### src/rtl/pmpbank_pkg.sv
`timescale 1ns/1ps
// Shared field positions, mode codes and index arithmetic for the
// protection register bank. Assumes XLEN is 32 or 64.
package pmpbank_pkg;
    localparam int unsigned CFG_MODE_LO  = 3;
    localparam int unsigned CFG_BIT_LOCK = 7;
    localparam logic [7:0]  CFG_KEEP_MASK = 8'h9F;   // bits 6:5 never stored

    typedef enum logic [1:0] {
        MODE_OFF   = 2'b00,
        MODE_TOR   = 2'b01,
        MODE_NA4   = 2'b10,
        MODE_NAPOT = 2'b11
    } mode_e;

    // Packed permission register that holds a given entry.
    function automatic int unsigned cfg_csr_of(input int unsigned entry, input int unsigned xlen);
        return (xlen == 64) ? ((entry >> 3) << 1) : (entry >> 2);
    endfunction

    // Byte lane of a given entry inside its permission register.
    function automatic int unsigned cfg_lane_of(input int unsigned entry, input int unsigned xlen);
        return entry % (xlen / 8);
    endfunction

    // Stored width of an address register.
    function automatic int unsigned addr_width_of(input int unsigned xlen);
        return (xlen == 64) ? 54 : 32;
    endfunction
endpackage

### src/rtl/pmp_entry.sv
`timescale 1ns/1ps
// One protection entry: permission byte and address register, both
// frozen by the entry's lock bit; the address is also frozen by a
// locked top-of-range neighbour (tor_guard_i). Address read-back applies
// the 2^(GRAN+2) byte grain. Assumes GRAN < ADDR_W.
module pmp_entry
    import pmpbank_pkg::*;
#(
    parameter int unsigned ADDR_W = 32,
    parameter int unsigned GRAN   = 0
) (
    input  logic              clk,
    input  logic              rst_n,
    input  logic              cfg_we_i,
    input  logic [7:0]        cfg_wbyte_i,
    input  logic              addr_we_i,
    input  logic [ADDR_W-1:0] addr_wdata_i,
    input  logic              tor_guard_i,
    output logic [7:0]        cfg_o,
    output logic [ADDR_W-1:0] addr_o
);
    logic [7:0]        cfg_q;
    logic [ADDR_W-1:0] addr_q;
    logic              locked;

    assign locked = cfg_q[CFG_BIT_LOCK];
    assign cfg_o  = cfg_q;

    // Permission byte: reset to off/unlocked, write only while unlocked.
    always_ff @(posedge clk) begin
        if (!rst_n)
            cfg_q <= '0;
        else if (cfg_we_i && !locked)
            cfg_q <= cfg_wbyte_i & CFG_KEEP_MASK;
    end

    // Address register: write only while neither this entry nor a TOR neighbour is locked.
    always_ff @(posedge clk) begin
        if (!rst_n)
            addr_q <= '0;
        else if (addr_we_i && !locked && !tor_guard_i)
            addr_q <= addr_wdata_i;
    end

    if (GRAN == 0) begin : g_fine
        // Four-byte grain: stored value reads back as is.
        assign addr_o = addr_q;
    end else begin : g_coarse
        localparam logic [ADDR_W-1:0] CLR_MASK = ADDR_W'((64'd1 << GRAN) - 64'd1);
        localparam logic [ADDR_W-1:0] SET_MASK = CLR_MASK >> 1;
        mode_e mode;
        assign mode = mode_e'(cfg_q[CFG_MODE_LO +: 2]);
        // Grain masking of the read-back value by current mode.
        always_comb begin
            unique case (mode)
                MODE_NAPOT: addr_o = addr_q | SET_MASK;
                MODE_NA4:   addr_o = addr_q;
                default:    addr_o = addr_q & ~CLR_MASK;
            endcase
        end
    end

    a_r5_locked_byte_holds: assert property (@(posedge clk) disable iff (!rst_n)
        locked |=> $stable(cfg_q));
    a_r6_locked_addr_holds: assert property (@(posedge clk) disable iff (!rst_n)
        locked |=> $stable(addr_q));
    a_r7_tor_guard_holds: assert property (@(posedge clk) disable iff (!rst_n)
        tor_guard_i |=> $stable(addr_q));
endmodule

### src/rtl/pmp_wr_decode.sv
`timescale 1ns/1ps
// Turns the register port's select/index/strobe into per-entry write
// enables. Indices that map to no entry produce no enable, so such
// writes are dropped. Assumes N_ENTRIES <= 2**IDX_W.
module pmp_wr_decode
    import pmpbank_pkg::*;
#(
    parameter int unsigned XLEN      = 32,
    parameter int unsigned N_ENTRIES = 16,
    parameter int unsigned IDX_W     = 6
) (
    input  logic                 clk,
    input  logic                 rst_n,
    input  logic                 we_i,
    input  logic                 sel_addr_i,
    input  logic [IDX_W-1:0]     idx_i,
    output logic [N_ENTRIES-1:0] cfg_we_o,
    output logic [N_ENTRIES-1:0] addr_we_o
);
    localparam int unsigned LANES = XLEN / 8;

    for (genvar e = 0; e < N_ENTRIES; e++) begin : g_ent
        localparam int unsigned CSR_IDX = cfg_csr_of(e, XLEN);
        // Enable for this entry's byte lane and its address register.
        assign cfg_we_o[e]  = we_i && !sel_addr_i && (idx_i == IDX_W'(CSR_IDX));
        assign addr_we_o[e] = we_i &&  sel_addr_i && (idx_i == IDX_W'(e));
    end

    a_r4_single_addr_write: assert property (@(posedge clk) disable iff (!rst_n)
        $onehot0(addr_we_o));
    a_r3_lane_bound: assert property (@(posedge clk) disable iff (!rst_n)
        $countones(cfg_we_o) <= LANES);
endmodule

### src/rtl/pmp_rd_mux.sv
`timescale 1ns/1ps
// Combinational read path: assembles a packed permission register from
// the entries' bytes, or returns one address register zero-extended.
// Unused lanes and unmapped indices read as zero.
module pmp_rd_mux
    import pmpbank_pkg::*;
#(
    parameter int unsigned XLEN      = 32,
    parameter int unsigned N_ENTRIES = 16,
    parameter int unsigned ADDR_W    = 32,
    parameter int unsigned IDX_W     = 6
) (
    input  logic                          sel_addr_i,
    input  logic [IDX_W-1:0]              idx_i,
    input  logic [N_ENTRIES*8-1:0]        cfg_flat_i,
    input  logic [N_ENTRIES*ADDR_W-1:0]   addr_flat_i,
    output logic [XLEN-1:0]               rdata_o
);
    // Select and pack the addressed register.
    always_comb begin
        rdata_o = '0;
        if (sel_addr_i) begin
            for (int e = 0; e < N_ENTRIES; e++)
                if (idx_i == IDX_W'(e))
                    rdata_o = XLEN'(addr_flat_i[e*ADDR_W +: ADDR_W]);
        end else begin
            for (int e = 0; e < N_ENTRIES; e++)
                if (idx_i == IDX_W'(cfg_csr_of(e, XLEN)))
                    rdata_o[cfg_lane_of(e, XLEN)*8 +: 8] = cfg_flat_i[e*8 +: 8];
        end
    end
endmodule

### src/rtl/pmp_cfg_bank.sv
`timescale 1ns/1ps
// Protection register bank top: write decode, one pmp_entry per entry,
// top-of-range lock guard chain, and the read multiplexer. Assumes
// XLEN is 32 or 64, 1 <= N_ENTRIES <= 64, GRAN < 32.
module pmp_cfg_bank
    import pmpbank_pkg::*;
#(
    parameter int unsigned XLEN      = 32,
    parameter int unsigned N_ENTRIES = 16,
    parameter int unsigned GRAN      = 0,
    localparam int unsigned ADDR_W   = addr_width_of(XLEN),
    localparam int unsigned IDX_W    = 6
) (
    input  logic                        clk,
    input  logic                        rst_n,
    input  logic                        csr_we_i,
    input  logic                        csr_addr_sel_i,
    input  logic [IDX_W-1:0]            csr_idx_i,
    input  logic [XLEN-1:0]             csr_wdata_i,
    output logic [XLEN-1:0]             csr_rdata_o,
    output logic [N_ENTRIES*8-1:0]      entry_cfg_o,
    output logic [N_ENTRIES*ADDR_W-1:0] entry_addr_o
);
    logic [N_ENTRIES-1:0] cfg_we;
    logic [N_ENTRIES-1:0] addr_we;
    logic [N_ENTRIES-1:0] tor_guard;

    pmp_wr_decode #(.XLEN(XLEN), .N_ENTRIES(N_ENTRIES), .IDX_W(IDX_W)) u_dec (
        .clk        (clk),
        .rst_n      (rst_n),
        .we_i       (csr_we_i),
        .sel_addr_i (csr_addr_sel_i),
        .idx_i      (csr_idx_i),
        .cfg_we_o   (cfg_we),
        .addr_we_o  (addr_we)
    );

    for (genvar e = 0; e < N_ENTRIES; e++) begin : g_ent
        localparam int unsigned LANE = cfg_lane_of(e, XLEN);
        if (e + 1 < N_ENTRIES) begin : g_guard
            // Next entry locked in top-of-range mode freezes this address.
            assign tor_guard[e] = entry_cfg_o[(e+1)*8 + CFG_BIT_LOCK]
                && (entry_cfg_o[(e+1)*8 + CFG_MODE_LO +: 2] == MODE_TOR);
        end else begin : g_last
            assign tor_guard[e] = 1'b0;
        end

        pmp_entry #(.ADDR_W(ADDR_W), .GRAN(GRAN)) u_ent (
            .clk          (clk),
            .rst_n        (rst_n),
            .cfg_we_i     (cfg_we[e]),
            .cfg_wbyte_i  (csr_wdata_i[LANE*8 +: 8]),
            .addr_we_i    (addr_we[e]),
            .addr_wdata_i (csr_wdata_i[ADDR_W-1:0]),
            .tor_guard_i  (tor_guard[e]),
            .cfg_o        (entry_cfg_o[e*8 +: 8]),
            .addr_o       (entry_addr_o[e*ADDR_W +: ADDR_W])
        );
    end

    pmp_rd_mux #(.XLEN(XLEN), .N_ENTRIES(N_ENTRIES), .ADDR_W(ADDR_W), .IDX_W(IDX_W)) u_rd (
        .sel_addr_i  (csr_addr_sel_i),
        .idx_i       (csr_idx_i),
        .cfg_flat_i  (entry_cfg_o),
        .addr_flat_i (entry_addr_o),
        .rdata_o     (csr_rdata_o)
    );

    a_r4_dead_addr_reads_zero: assert property (@(posedge clk) disable iff (!rst_n)
        (csr_addr_sel_i && (32'(csr_idx_i) >= N_ENTRIES)) |-> (csr_rdata_o == '0));
endmodule

### config.mk
export PLATFORM = sky130hd
export DESIGN_NAME = pmp_cfg_bank
export DESIGN_NICKNAME = d
export VERILOG_FILES = /design/src/rtl/pmpbank_pkg.sv /design/src/rtl/pmp_entry.sv /design/src/rtl/pmp_wr_decode.sv /design/src/rtl/pmp_rd_mux.sv /design/src/rtl/pmp_cfg_bank.sv
export SDC_FILE = /design/constraint.sdc
export NUM_CORES = 2
export LEC_CHECK = 0
export ABC_AREA = 1
export CAP_MARGIN = 20
export CORE_MARGIN = 5
export CORE_UTILIZATION = 30
export DETAILED_ROUTE_END_ITERATION = 12
export PLACE_DENSITY_LB_ADDON = 0.3
export SLEW_MARGIN = 20
export SYNTH_ARGS = -nofsm -noshare
export SYNTH_HDL_FRONTEND = slang
export SYNTH_HIERARCHICAL = 1
export SYNTH_SLANG_ARGS = --single-unit
### constraint.sdc
create_clock -name clk -period 5.8 [get_ports clk]
set_clock_uncertainty 0.05 [all_clocks]
set_input_delay 1.16 -clock clk [delete_from_list [all_inputs] [get_ports clk]]
set_output_delay 1.16 -clock clk [all_outputs]
set_load 0.005 [all_outputs]
==> out/qor.json <==
{
  "outcome": {"value": "finished with violations"},
  "failing_checks": {"value": "setup timing"},
  "detail_route.drc_violations": {"value": 0},
  "timing_max_transition_violations_final": {"value": 0},
  "mostFrequentLayoutCells": {"value": "sky130_fd_sc_hd__nand2_1, sky130_fd_sc_hd__nor2_1, sky130_fd_sc_hd__inv_1, sky130_fd_sc_hd__clkdlybuf4s50_1, sky130_fd_sc_hd__dfxtp_1"},
  "cp.buffers_inverters": {"value": 6},
  "routed_wl": {"value": 166000, "unit": "um"},
  "postLayoutCellArea": {"value": 42000, "unit": "um^2"},
  "filler_cell_count": {"value": 10900},
  "synthesis.instances": {"value": 5205},
  "total_area_of_multi_input_combinational_cells": {"value": 14500, "unit": "um^2"},
  "cp-start-kind": {"value": "primary input"},
  "via_per_inst": {"value": 4.72},
  "cp_endpoint_kind": {"value": "output pin"},
  "crit_path_max_incr_delay": {"value": 0.58, "unit": "ns"},
  "cpMostUsedCell": {"value": "sky130_fd_sc_hd__nand2_1"},
  "p_leak": {"value": 19.9, "unit": "nW"},
  "detailroute.via_count": {"value": 34200},
  "cell_int_power": {"value": 0.00720, "unit": "W"},
  "regArea": {"value": 12200, "unit": "um^2"},
  "cp_top_family": {"value": "simple AND/OR/NAND/NOR gates"},
  "design.final.nets": {"value": 5854},
  "post-dp-hpwl": {"value": 122000, "unit": "um"},
  "drtAntennaViolNets": {"value": 0},
  "grt_setup_unrepaired": {"value": "false"},
  "crit_path_top_delay_cell": {"value": "sky130_fd_sc_hd__clkdlybuf4s50_1"},
  "cts.hold.buffers_added": {"value": 0},
  "final-hold-violation-count": {"value": 0},
  "most_common_cell_after_layout_fill_and_taps_aside": {"value": "sky130_fd_sc_hd__nand2_1"},
  "die_width": {"value": 334, "unit": "um"},
  "pwr-share-comb": {"value": 5.9, "unit": "%"},
  "core": {"value": 104000, "unit": "um^2"},
  "grt_remaining_overflow": {"value": 0},
  "ffs_latches_synth": {"value": 608},
  "port_buffers": {"value": 681},
  "grt_antenna_before_repair": {"value": 5},
  "wire_per_inst": {"value": 22.9, "unit": "um"},
  "worstPathCellList": {"value": "clkdlybuf4s50_1 > nor2_4 > buf_12 > nand2_1 > buf_12 > buf_4 > nor2_1 > nor2_1 > nand4_1 > nand2_1 > nand3_1 > nand2_1 > nand3_1 > nor2_1 > buf_4 > nand3_2 > nand2_1 > nand2_1 > clkdlybuf4s50_1"},
  "clock_tree_from_tritoncts": {"value": "done"},
  "final_period_minus_worst_setup_slack": {"value": 5.83, "unit": "ns"},
  "total_power": {"value": 0.00966, "unit": "W"},
  "fmaxAchievable": {"value": 172, "unit": "MHz"},
  "clock_latency": {"value": 0.64, "unit": "ns"},
  "synth_area": {"value": 31400, "unit": "um^2"},
  "netSwitchingPower": {"value": 0.00246, "unit": "W"},
  "area_growth_syn_to_layout": {"value": 33.8, "unit": "%"},
  "grt_start_max_net_pins": {"value": 139},
  "synth_area_per_cell": {"value": 6.03, "unit": "um^2"},
  "synth_seq_area_share": {"value": 38.8, "unit": "%"},
  "grt_use_total": {"value": 28.3, "unit": "%"},
  "final.setup.tns": {"value": -0.0276, "unit": "ns"},
  "cp_data_arrival_time": {"value": 4.62, "unit": "ns"},
  "final_min_period_over_clock_period": {"value": 100, "unit": "%"},
  "grt_first_pass_wirelength": {"value": 230000, "unit": "um"},
  "seqPwrFrac": {"value": 43.6, "unit": "%"},
  "io_pins": {"value": 714},
  "worst_hold_path_type": {"value": "flip-flop to flip-flop"},
  "cts_root_buf": {"value": "sky130_fd_sc_hd__clkbuf_16"},
  "clock_share_of_power": {"value": 50.5, "unit": "%"},
  "fin_ws": {"value": -0.0276, "unit": "ns"},
  "dpl_cell_area": {"value": 39500, "unit": "um^2"},
  "rows": {"value": 118},
  "clk_path_buf_depth": {"value": 3},
  "relSlewSlack": {"value": 24.9, "unit": "%"},
  "vdd.ir_drop.worst": {"value": 0.000153, "unit": "V"},
  "cts.sink_count": {"value": 608},
  "die_area": {"value": 111000, "unit": "um^2"},
  "h_tree_levels": {"value": 3},
  "required": {"value": 4.59, "unit": "ns"},
  "report.final.setup_viol": {"value": 1},
  "floorplan.initialDensity": {"value": 30.3, "unit": "%"},
  "max_cap_viol_count": {"value": 0},
  "synthDistinctLibCells": {"value": 28},
  "first_global_vias": {"value": 30300},
  "chipHeight": {"value": 334, "unit": "um"},
  "worstMarginPinSlew": {"value": 1.13, "unit": "ns"},
  "critical_path_peak_fanout": {"value": 27},
  "gp_congestion": {"value": 0.915},
  "final.hold.worst_slack": {"value": 0.458, "unit": "ns"},
  "power_switching_share": {"value": 25.4, "unit": "%"},
  "cts_buffers": {"value": 75},
  "layout-drive-gt1-share": {"value": 6.12, "unit": "%"},
  "criticalPathCategory": {"value": "primary input to output pin"},
  "detailedRoute.firstIterationViolations": {"value": 3886},
  "path_clk_slew": {"value": 0.05, "unit": "ns"},
  "pwr_density_cell": {"value": 230, "unit": "nW/um^2"},
  "detailed_router_iteration_count_before_antenna_repair": {"value": 7},
  "yosys_warnings": {"value": 6}
}
## repair_timing
item                                    CTS  global route
pin swaps                                 0             2
endpoints found under the setup margin    8             6
resized for setup                         4            10
setup buffers                             0             1
## power by group through the flow
stage	sequential (W)	combinational, W	clock, W
finish	0.00421	0.000567	0.00488
global route	0.00421	0.000593	0.00513
CTS	0.00421	0.000555	0.00496
detailed placement	0.00431	0.000554	0
global placement	0.00431	0.000553	0
floorplan	0.00430	0.000210	0
## worst paths after layout
path / from / end / slack [ns] / depth (start not counted)
max: csr_idx_i[3] / csr_rdata_o[29] / -0.03 / 19
min: g_ent[3].u_ent/cfg_o[2]$_SDFFE_PN0P_ / g_ent[3].u_ent/cfg_o[2]$_SDFFE_PN0P_ / 0.46 / 2
max reg2reg: g_ent[12].u_ent/cfg_o[4]$_SDFFE_PN0P_ / g_ent[11].u_ent/addr_o[27]$_SDFFE_PN0P_ / 3.94 / 6
min reg2reg: g_ent[3].u_ent/cfg_o[2]$_SDFFE_PN0P_ / g_ent[3].u_ent/cfg_o[2]$_SDFFE_PN0P_ / 0.46 / 2
## state kept, by name, summed over array words and instances, names as in the netlist
signal              flops
g_ent.u_ent/addr_o    512
g_ent.u_ent/cfg_o      96
## worst min-delay path: cells and delay by family, from the launching register on
kind | cells | cell delay (ns)
flip-flops | 1 | 0.32
AND/OR/NAND/NOR | 2 | 0.15
## synthesized netlist by cell type (all sizes together)
master  number  area (um^2)
or2         31          194
nor2      1372         5220
o211ai       9         67.6
conb        17         63.8
a22oi       32          240
nand4       97          607
nand3      179         1110
o21ai      147          736
dfxtp      608        12200
a21oi       26          130
a21boi      16          120
inv        814         3060
nand2     1558         5850
nor3         7         35.0
buf        216         1520
clkbuf      76          285
## per-stage QoR
stage	worst slack, ns	cells	util [%]
finish	-0.0276	7251	40.5
global route	0.00750	7247	40.5
CTS	0.000883	7246	40.4
detailed placement	-0.322	7114	38.0
global placement	-0.335	7114	38.0
floorplan	1.98	5221	-
## per-layer routing
layer / vias to the layer above / wire, um / part of all wire (%) / GRT usage (%)
li1: 16500 / - / - / -
met1: 15800 / 71100 / 43 / 39.1
met4: 0 / 5880 / 3.5 / 9.35
met5: - / 0 / 0 / 0
met3: 222 / 17800 / 11 / 7.40
met2: 1690 / 71100 / 43 / 42.9
## final cells by class
class,count,area share [%]
timing repair buffer,806,19.1
tap,1380,4.11
inverter,814,7.27
clock buffer,108,5.24
sequential,608,29.0
antenna,4,0.0238
multi-input combinational,3507,34.6
clock inverter,24,0.697
## cells by family (layout without fill, tap and decap cells)
logic type | count (synthesis) | count (layout) | share of synthesized area [%]
and+or+nand+nor | 3244 | 3244 | 41.4
buffers and inverters | 1106 | 1752 | 15.5
AOI/OAI and AO/OA | 230 | 230 | 4.12
other | 17 | 37 | 0.203
DFF | 608 | 608 | 38.8
Note: power is estimated with default switching activity, not from simulation.
